<file path="src/rtl/refdiv_pfd_pkg.sv">
package refdiv_pfd_pkg;

    typedef enum logic [1:0] {
        OVR_SINK   = 2'b00,
        OVR_SOURCE = 2'b01,
        OVR_OFF    = 2'b10,
        OVR_PROBE  = 2'b11
    } ovr_mode_e;

    // Division ratio for a family bit and an index.
    function automatic int unsigned ratio_of(input logic fam, input int unsigned idx);
        if (!fam)
            return 32'd2 << idx;
        else if (idx == 0)
            return 32'd3;
        else
            return 32'd5 << (idx - 1);
    endfunction

    // Number of reference cycles the comparison clock stays high.
    function automatic int unsigned high_of(input logic fam, input int unsigned idx);
        if (!fam)
            return 32'd1 << idx;
        else if (idx < 2)
            return 32'd1;
        else
            return 32'd5 << (idx - 2);
    endfunction

endpackage

</file>
<file path="src/rtl/refdiv_ratio_div.sv">
module refdiv_ratio_div
    import refdiv_pfd_pkg::*;
#(
    parameter int SEL_W = 3
) (
    input  logic             clk_i,
    input  logic             rst_ni,
    input  logic [SEL_W:0]   ratio_sel_i,
    output logic             cmp_o
);
    localparam int MAX_RATIO = 5 << ((1 << SEL_W) - 2);
    localparam int CNT_W     = $clog2(MAX_RATIO + 1);

    typedef struct packed {
        logic [CNT_W-1:0] cnt;
        logic [SEL_W:0]   code;
        logic             cmp;
    } div_state_t;

    div_state_t s_d, s_q;
    logic [CNT_W-1:0] last_cnt;
    logic [CNT_W-1:0] hi_next;
    logic             wrap;
    logic [SEL_W:0]   code_next;

    always_comb begin
        last_cnt  = CNT_W'(ratio_of(s_q.code[SEL_W], 32'(s_q.code[SEL_W-1:0])) - 1);
        wrap      = (s_q.cnt == last_cnt);
        code_next = wrap ? ratio_sel_i : s_q.code;
        hi_next   = CNT_W'(high_of(code_next[SEL_W], 32'(code_next[SEL_W-1:0])));
        s_d       = s_q;
        s_d.code  = code_next;
        if (wrap)
            s_d.cnt = '0;
        else
            s_d.cnt = s_q.cnt + 1'b1;
        s_d.cmp = (s_d.cnt < hi_next);
    end

    always_ff @(posedge clk_i or negedge rst_ni) begin
        if (!rst_ni)
            s_q <= '0;
        else
            s_q <= s_d;
    end

    assign cmp_o = s_q.cmp;


    code_at_wrap_chk: assert property (@(posedge clk_i) disable iff (!rst_ni)
        !$stable(s_q.code) |-> (s_q.cnt == '0));


    rise_at_start_chk: assert property (@(posedge clk_i) disable iff (!rst_ni)
        $rose(s_q.cmp) |-> (s_q.cnt == '0));


    cnt_bound_chk: assert property (@(posedge clk_i) disable iff (!rst_ni)
        32'(s_q.cnt) < MAX_RATIO);

endmodule

</file>
<file path="src/rtl/refdiv_phase_det.sv">
module refdiv_phase_det (
    input  logic clk_i,
    input  logic rst_ni,
    input  logic cmp_i,
    input  logic fb_i,
    output logic up_o,
    output logic dn_o,
    output logic fb_half_o
);
    typedef struct packed {
        logic cmp_prev;
        logic fb_prev;
        logic up;
        logic dn;
        logic fb_half;
    } pd_state_t;

    pd_state_t s_d, s_q;
    logic ref_edge;
    logic fb_edge;

    always_comb begin
        ref_edge     = cmp_i & ~s_q.cmp_prev;
        fb_edge      = fb_i & ~s_q.fb_prev;
        s_d          = s_q;
        s_d.cmp_prev = cmp_i;
        s_d.fb_prev  = fb_i;
        if (s_q.up && s_q.dn) begin
            s_d.up = ref_edge;
            s_d.dn = fb_edge;
        end else begin
            s_d.up = s_q.up | ref_edge;
            s_d.dn = s_q.dn | fb_edge;
        end
        if (fb_edge)
            s_d.fb_half = ~s_q.fb_half;
    end

    always_ff @(posedge clk_i or negedge rst_ni) begin
        if (!rst_ni)
            s_q <= '0;
        else
            s_q <= s_d;
    end

    assign up_o      = s_q.up;
    assign dn_o      = s_q.dn;
    assign fb_half_o = s_q.fb_half;


    overlap_once_chk: assert property (@(posedge clk_i) disable iff (!rst_ni)
        (s_q.up && s_q.dn) |=> !(s_q.up && s_q.dn));


    up_from_ref_chk: assert property (@(posedge clk_i) disable iff (!rst_ni)
        $rose(s_q.up) |-> $past(cmp_i && !s_q.cmp_prev));


    dn_from_fb_chk: assert property (@(posedge clk_i) disable iff (!rst_ni)
        $rose(s_q.dn) |-> $past(fb_i && !s_q.fb_prev));

endmodule

</file>
<file path="src/rtl/refdiv_pump_mode.sv">
module refdiv_pump_mode
    import refdiv_pfd_pkg::*;
(
    input  logic       clk_i,
    input  logic       rst_ni,
    input  logic       test_en_i,
    input  logic [1:0] port_sel_i,
    input  logic       up_i,
    input  logic       dn_i,
    input  logic       cmp_i,
    input  logic       fb_half_i,
    output logic       up_o,
    output logic       dn_o,
    output logic       pump_en_o,
    output logic       port1_o,
    output logic       port0_o
);
    ovr_mode_e mode;

    always_comb begin
        mode      = ovr_mode_e'(port_sel_i);
        up_o      = up_i;
        dn_o      = dn_i;
        pump_en_o = 1'b1;
        port1_o   = 1'b0;
        port0_o   = 1'b0;
        if (test_en_i) begin
            unique case (mode)
                OVR_SINK: begin
                    up_o = 1'b0;
                    dn_o = 1'b1;
                end
                OVR_SOURCE: begin
                    up_o = 1'b1;
                    dn_o = 1'b0;
                end
                OVR_OFF: begin
                    up_o      = 1'b0;
                    dn_o      = 1'b0;
                    pump_en_o = 1'b0;
                end
                OVR_PROBE: begin
                    port1_o = cmp_i;
                    port0_o = fb_half_i;
                end
                default: ;
            endcase
        end
    end


    off_quiet_chk: assert property (@(posedge clk_i) disable iff (!rst_ni)
        !pump_en_o |-> (!up_o && !dn_o));


    normal_ports_chk: assert property (@(posedge clk_i) disable iff (!rst_ni)
        !test_en_i |-> (!port1_o && !port0_o && pump_en_o));


    sink_forced_chk: assert property (@(posedge clk_i) disable iff (!rst_ni)
        (test_en_i && port_sel_i == 2'b00) |-> (dn_o && !up_o));

endmodule

</file>
<file path="src/rtl/refdiv_pfd.sv">
module refdiv_pfd #(
    parameter int SEL_W = 3
) (
    input  logic           clk_i,
    input  logic           rst_ni,
    input  logic           fb_clk_i,
    input  logic [SEL_W:0] ratio_sel_i,
    input  logic           test_en_i,
    input  logic [1:0]     port_sel_i,
    output logic           up_o,
    output logic           dn_o,
    output logic           pump_en_o,
    output logic           port1_o,
    output logic           port0_o
);
    logic cmp_clk;
    logic pd_up;
    logic pd_dn;
    logic fb_half;

    refdiv_ratio_div #(.SEL_W(SEL_W)) u_div (
        .clk_i       (clk_i),
        .rst_ni      (rst_ni),
        .ratio_sel_i (ratio_sel_i),
        .cmp_o       (cmp_clk)
    );

    refdiv_phase_det u_pd (
        .clk_i     (clk_i),
        .rst_ni    (rst_ni),
        .cmp_i     (cmp_clk),
        .fb_i      (fb_clk_i),
        .up_o      (pd_up),
        .dn_o      (pd_dn),
        .fb_half_o (fb_half)
    );

    refdiv_pump_mode u_mode (
        .clk_i      (clk_i),
        .rst_ni     (rst_ni),
        .test_en_i  (test_en_i),
        .port_sel_i (port_sel_i),
        .up_i       (pd_up),
        .dn_i       (pd_dn),
        .cmp_i      (cmp_clk),
        .fb_half_i  (fb_half),
        .up_o       (up_o),
        .dn_o       (dn_o),
        .pump_en_o  (pump_en_o),
        .port1_o    (port1_o),
        .port0_o    (port0_o)
    );

endmodule

</file>
<file path="config.mk">
export PLATFORM = sky130hd
export DESIGN_NAME = refdiv_pfd
export DESIGN_NICKNAME = d
export VERILOG_FILES = /design/src/rtl/refdiv_pfd_pkg.sv /design/src/rtl/refdiv_ratio_div.sv /design/src/rtl/refdiv_phase_det.sv /design/src/rtl/refdiv_pump_mode.sv /design/src/rtl/refdiv_pfd.sv
export SDC_FILE = /design/constraint.sdc
export NUM_CORES = 1
export LEC_CHECK = 0
export BUFFER_PORTS_ARGS = -buffer_cell sky130_fd_sc_hd__clkbuf_2
export CAP_MARGIN = 10
export CORE_UTILIZATION = 45
export CTS_CLUSTER_DIAMETER = 200
export DETAILED_ROUTE_END_ITERATION = 10
export GPL_ROUTABILITY_DRIVEN = 0
export MAX_ROUTING_LAYER = met4
export SLEW_MARGIN = 20
export SYNTH_ARGS = -nofsm -noshare
export SYNTH_HDL_FRONTEND = slang
export SYNTH_SLANG_ARGS = --single-unit
export TNS_END_PERCENT = 100
</file>
<file path="constraint.sdc">
create_clock -name clk_i -period 4.8 [get_ports clk_i]
set_input_delay 0.48 -clock clk_i [delete_from_list [all_inputs] [get_ports clk_i]]
set_output_delay 0.48 -clock clk_i [all_outputs]
set_load 0.05 [all_outputs]
</file>
==> metrics.txt <==
post-synthesis sequential area ratio 0.237; status finished with violations; vias in the first global route 1,653; Tot GR Track Use 0.230; minimum clock period 5.13 ns; Longest Clk Path Bufs 2; area grow syn2layout 28.9%; # fillers 358; Synth cell types 55; worst hold slack 0.172 ns; final cell count without fillers 348; clk_skew 0.00340 ns; drt drc 0; setup violators final 1; CP startpoint kind flop; CTS tree built; hold-fix buffer count after cts 0; top cell family by delay on the critical path compound AO/OA/AOI/OAI gates; Layout Nets 325; M3 GR Usage 0.0164; f_max a little under 200 MHz; H-Tree Depth 1; Final Hold Viols 0; RSZ-0062 raised after global routing true; Top Usage Layer GRT met2; share of the synthesized area in the top cell type 0.237; routed length per placed instance 14.7 um; Initial Utilization 0.483; pre-CTS setup slack -0.352 ns; CTS Sinks 19; first-pass GRT wire length 7870 um; initial antenna violation count 0; measured slew at the worst slew-check pin between 0.4 and 0.5 ns; MaxCap Viol Count 0; failing checks setup timing; ant diodes 0; IO buf count 14; Synth Cell Area 2000 um^2; Avg Synthesized Cell Area between 8 and 9 um^2; top post-synthesis cells by area dfrtp_1 (24%), ha_1 (10%), a21oi_1 (4.5%); Worst Path Max Fanout 4; Detailed Route WL 5100 um; slowest CP cell or4b_4; CP Class flop to flop; Hold Path Class primary input to async pin; largest net degree at the start of global routing 20; Root Driver clkbuf_8; die height 68.7 um; grt met1 use 0.329; Worst Slack Setup Final -0.333 ns; placed cells 341; core box area 4140 um^2; post-synth top area cell dfrtp_1; Post-Synthesis Cells 242; Worst Setup End Kind flop; Synth Net Count approximately 270; CTS clock-pin slew for the worst setup and hold paths 0.07 ns; pins over their slew limit 0; Row Count 23; FF+latch count, synth 19; clk_lat worst skew around 0.25 ns; Slew Limit Headroom 0.677; share of synthesized registers carrying an async set or reset 1.00; ys flop type dfrtp_1; Final ANT Viol Nets 0; CTS Buf Count 3; HPWL Detailed 3930 um; share of cells above drive strength 1 0.326; DRT iter0 DRCs around 120; die area around 4700 um^2; critical path arrival 5.31 ns; Die X 68.7 um; crit path buf inv count 3; Vias between 1,500 and 2,000; met2 Usage GRT 0.355; DR pass1 iterations 4; Ys Warns 0; Post-synth EDFFs 0; global route overflow 0; required time of the critical path 4.98 ns; via/cell ratio 5.62; Final Cycle Share 1.07; Crit path largest cell delay 0.55 ns; Ports 15
## cells in the final DEF, fill, tap and decap left out, drive strengths merged, types with 2 or more instances in the layout
cell type	n
and2	3
nand3b	2
o211ai	4
nand3	9
xor2	9
or2	4
a311oi	2
buf	48
mux2	2
mux2i	5
nand4	6
xnor2	9
o21bai	2
nor2	17
a21o	2
nand2b	10
inv	12
or4	2
and3	2
o21ai	11
a221oi	4
nand2	23
nor4	3
clkbuf	17
o22ai	6
dfrtp	19
a21oi	19
nand4b	2
nor3	4
a211oi	2
nor2b	5
a31oi	2
ha	16
## per-layer routing
layer	part of all wire	up-vias
met4	0.0053	0
met2	0.49	28
met5	0	-
met1	0.48	929
li1	-	997
met3	0.024	2
## synth_stat cells (4+ instances only)
| cell | n |
|---|---|
| xnor2_1 | 9 |
| nor3_1 | 4 |
| o211ai_1 | 4 |
| a221oi_1 | 4 |
| nand2_1 | 22 |
| ha_1 | 16 |
| nor2b_1 | 5 |
| o22ai_1 | 6 |
| xor2_1 | 9 |
| nand4_1 | 6 |
| nand3_1 | 9 |
| inv_1 | 12 |
| mux2i_1 | 4 |
| nor2_1 | 17 |
| a21oi_1 | 18 |
| o21ai_0 | 10 |
| nand2b_1 | 10 |
| dfrtp_1 | 19 |
## cell families after synthesis
kind of cell	Yosys count	share of synthesized area
buf+inv	22	0.0593
fa+ha+maj	16	0.0999
mux	7	0.0381
simple gates	95	0.253
flops	19	0.237
xor+xnor	19	0.0899
compound gates	64	0.222
## worst paths after layout
| check | start | end | slack (ns) | depth (start not counted) |
|---|---|---|---|---|
| worst max-delay path | u_div.s_q[1] | u_div.cmp_o | -0.33 | 28 |
| worst min-delay path | rst_ni | u_div.s_q[9] | 0.17 | 1 |
| worst max register to register | u_div.s_q[1] | u_div.cmp_o | -0.33 | 28 |
| worst min register to register | u_div.cmp_o | u_pd.s_q[4] | 0.41 | 0 |
| max in group asynchronous | rst_ni | u_div.s_q[1] | 4.28 | 1 |
| min in group clk_i | fb_clk_i | u_pd.s_q[3] | 0.35 | 1 |
## per-stage QoR
stage | TNS (ns) | util | area [um^2]
after floorplan | -0.160 | - | 2050
after global placement | -0.286 | 0.590 | 2450
after detailed placement | -0.352 | 0.590 | 2450
after CTS | -0.332 | 0.607 | 2520
after global routing | -0.677 | 0.623 | 2580
final | -0.333 | 0.623 | 2580
## cell type report
| type | count | area, um^2 | share of cell area |
|---|---|---|---|
| Multi-Input combinational cell | 201 | 1510 | 0.585 |
| Tap cell | 50 | 62.6 | 0.0242 |
| Timing Repair Buffer | 62 | 438 | 0.170 |
| Clock buffer | 3 | 41.3 | 0.0160 |
| Sequential cell | 19 | 477 | 0.185 |
| Inverter | 12 | 47.5 | 0.0184 |
| Clock inverter | 1 | 5.00 | 0.00194 |
## flip-flops by register name, indices dropped and copies added, names as in the netlist
name,cells
u_div.s_q,13
u_pd.fb_half_o,1
u_pd.dn_o,1
u_pd.s_q,2
u_pd.up_o,1
u_div.cmp_o,1
## timing repair
item	in CTS	in global routing
resized for setup	2	10
pin swaps	8	10
buffers inserted	1	2
endpoints found under the setup margin	1	1
Power is left out: the tool's default activity adds up to more than one toggle a clock period on the data nets, which glitch-free logic cannot reach.
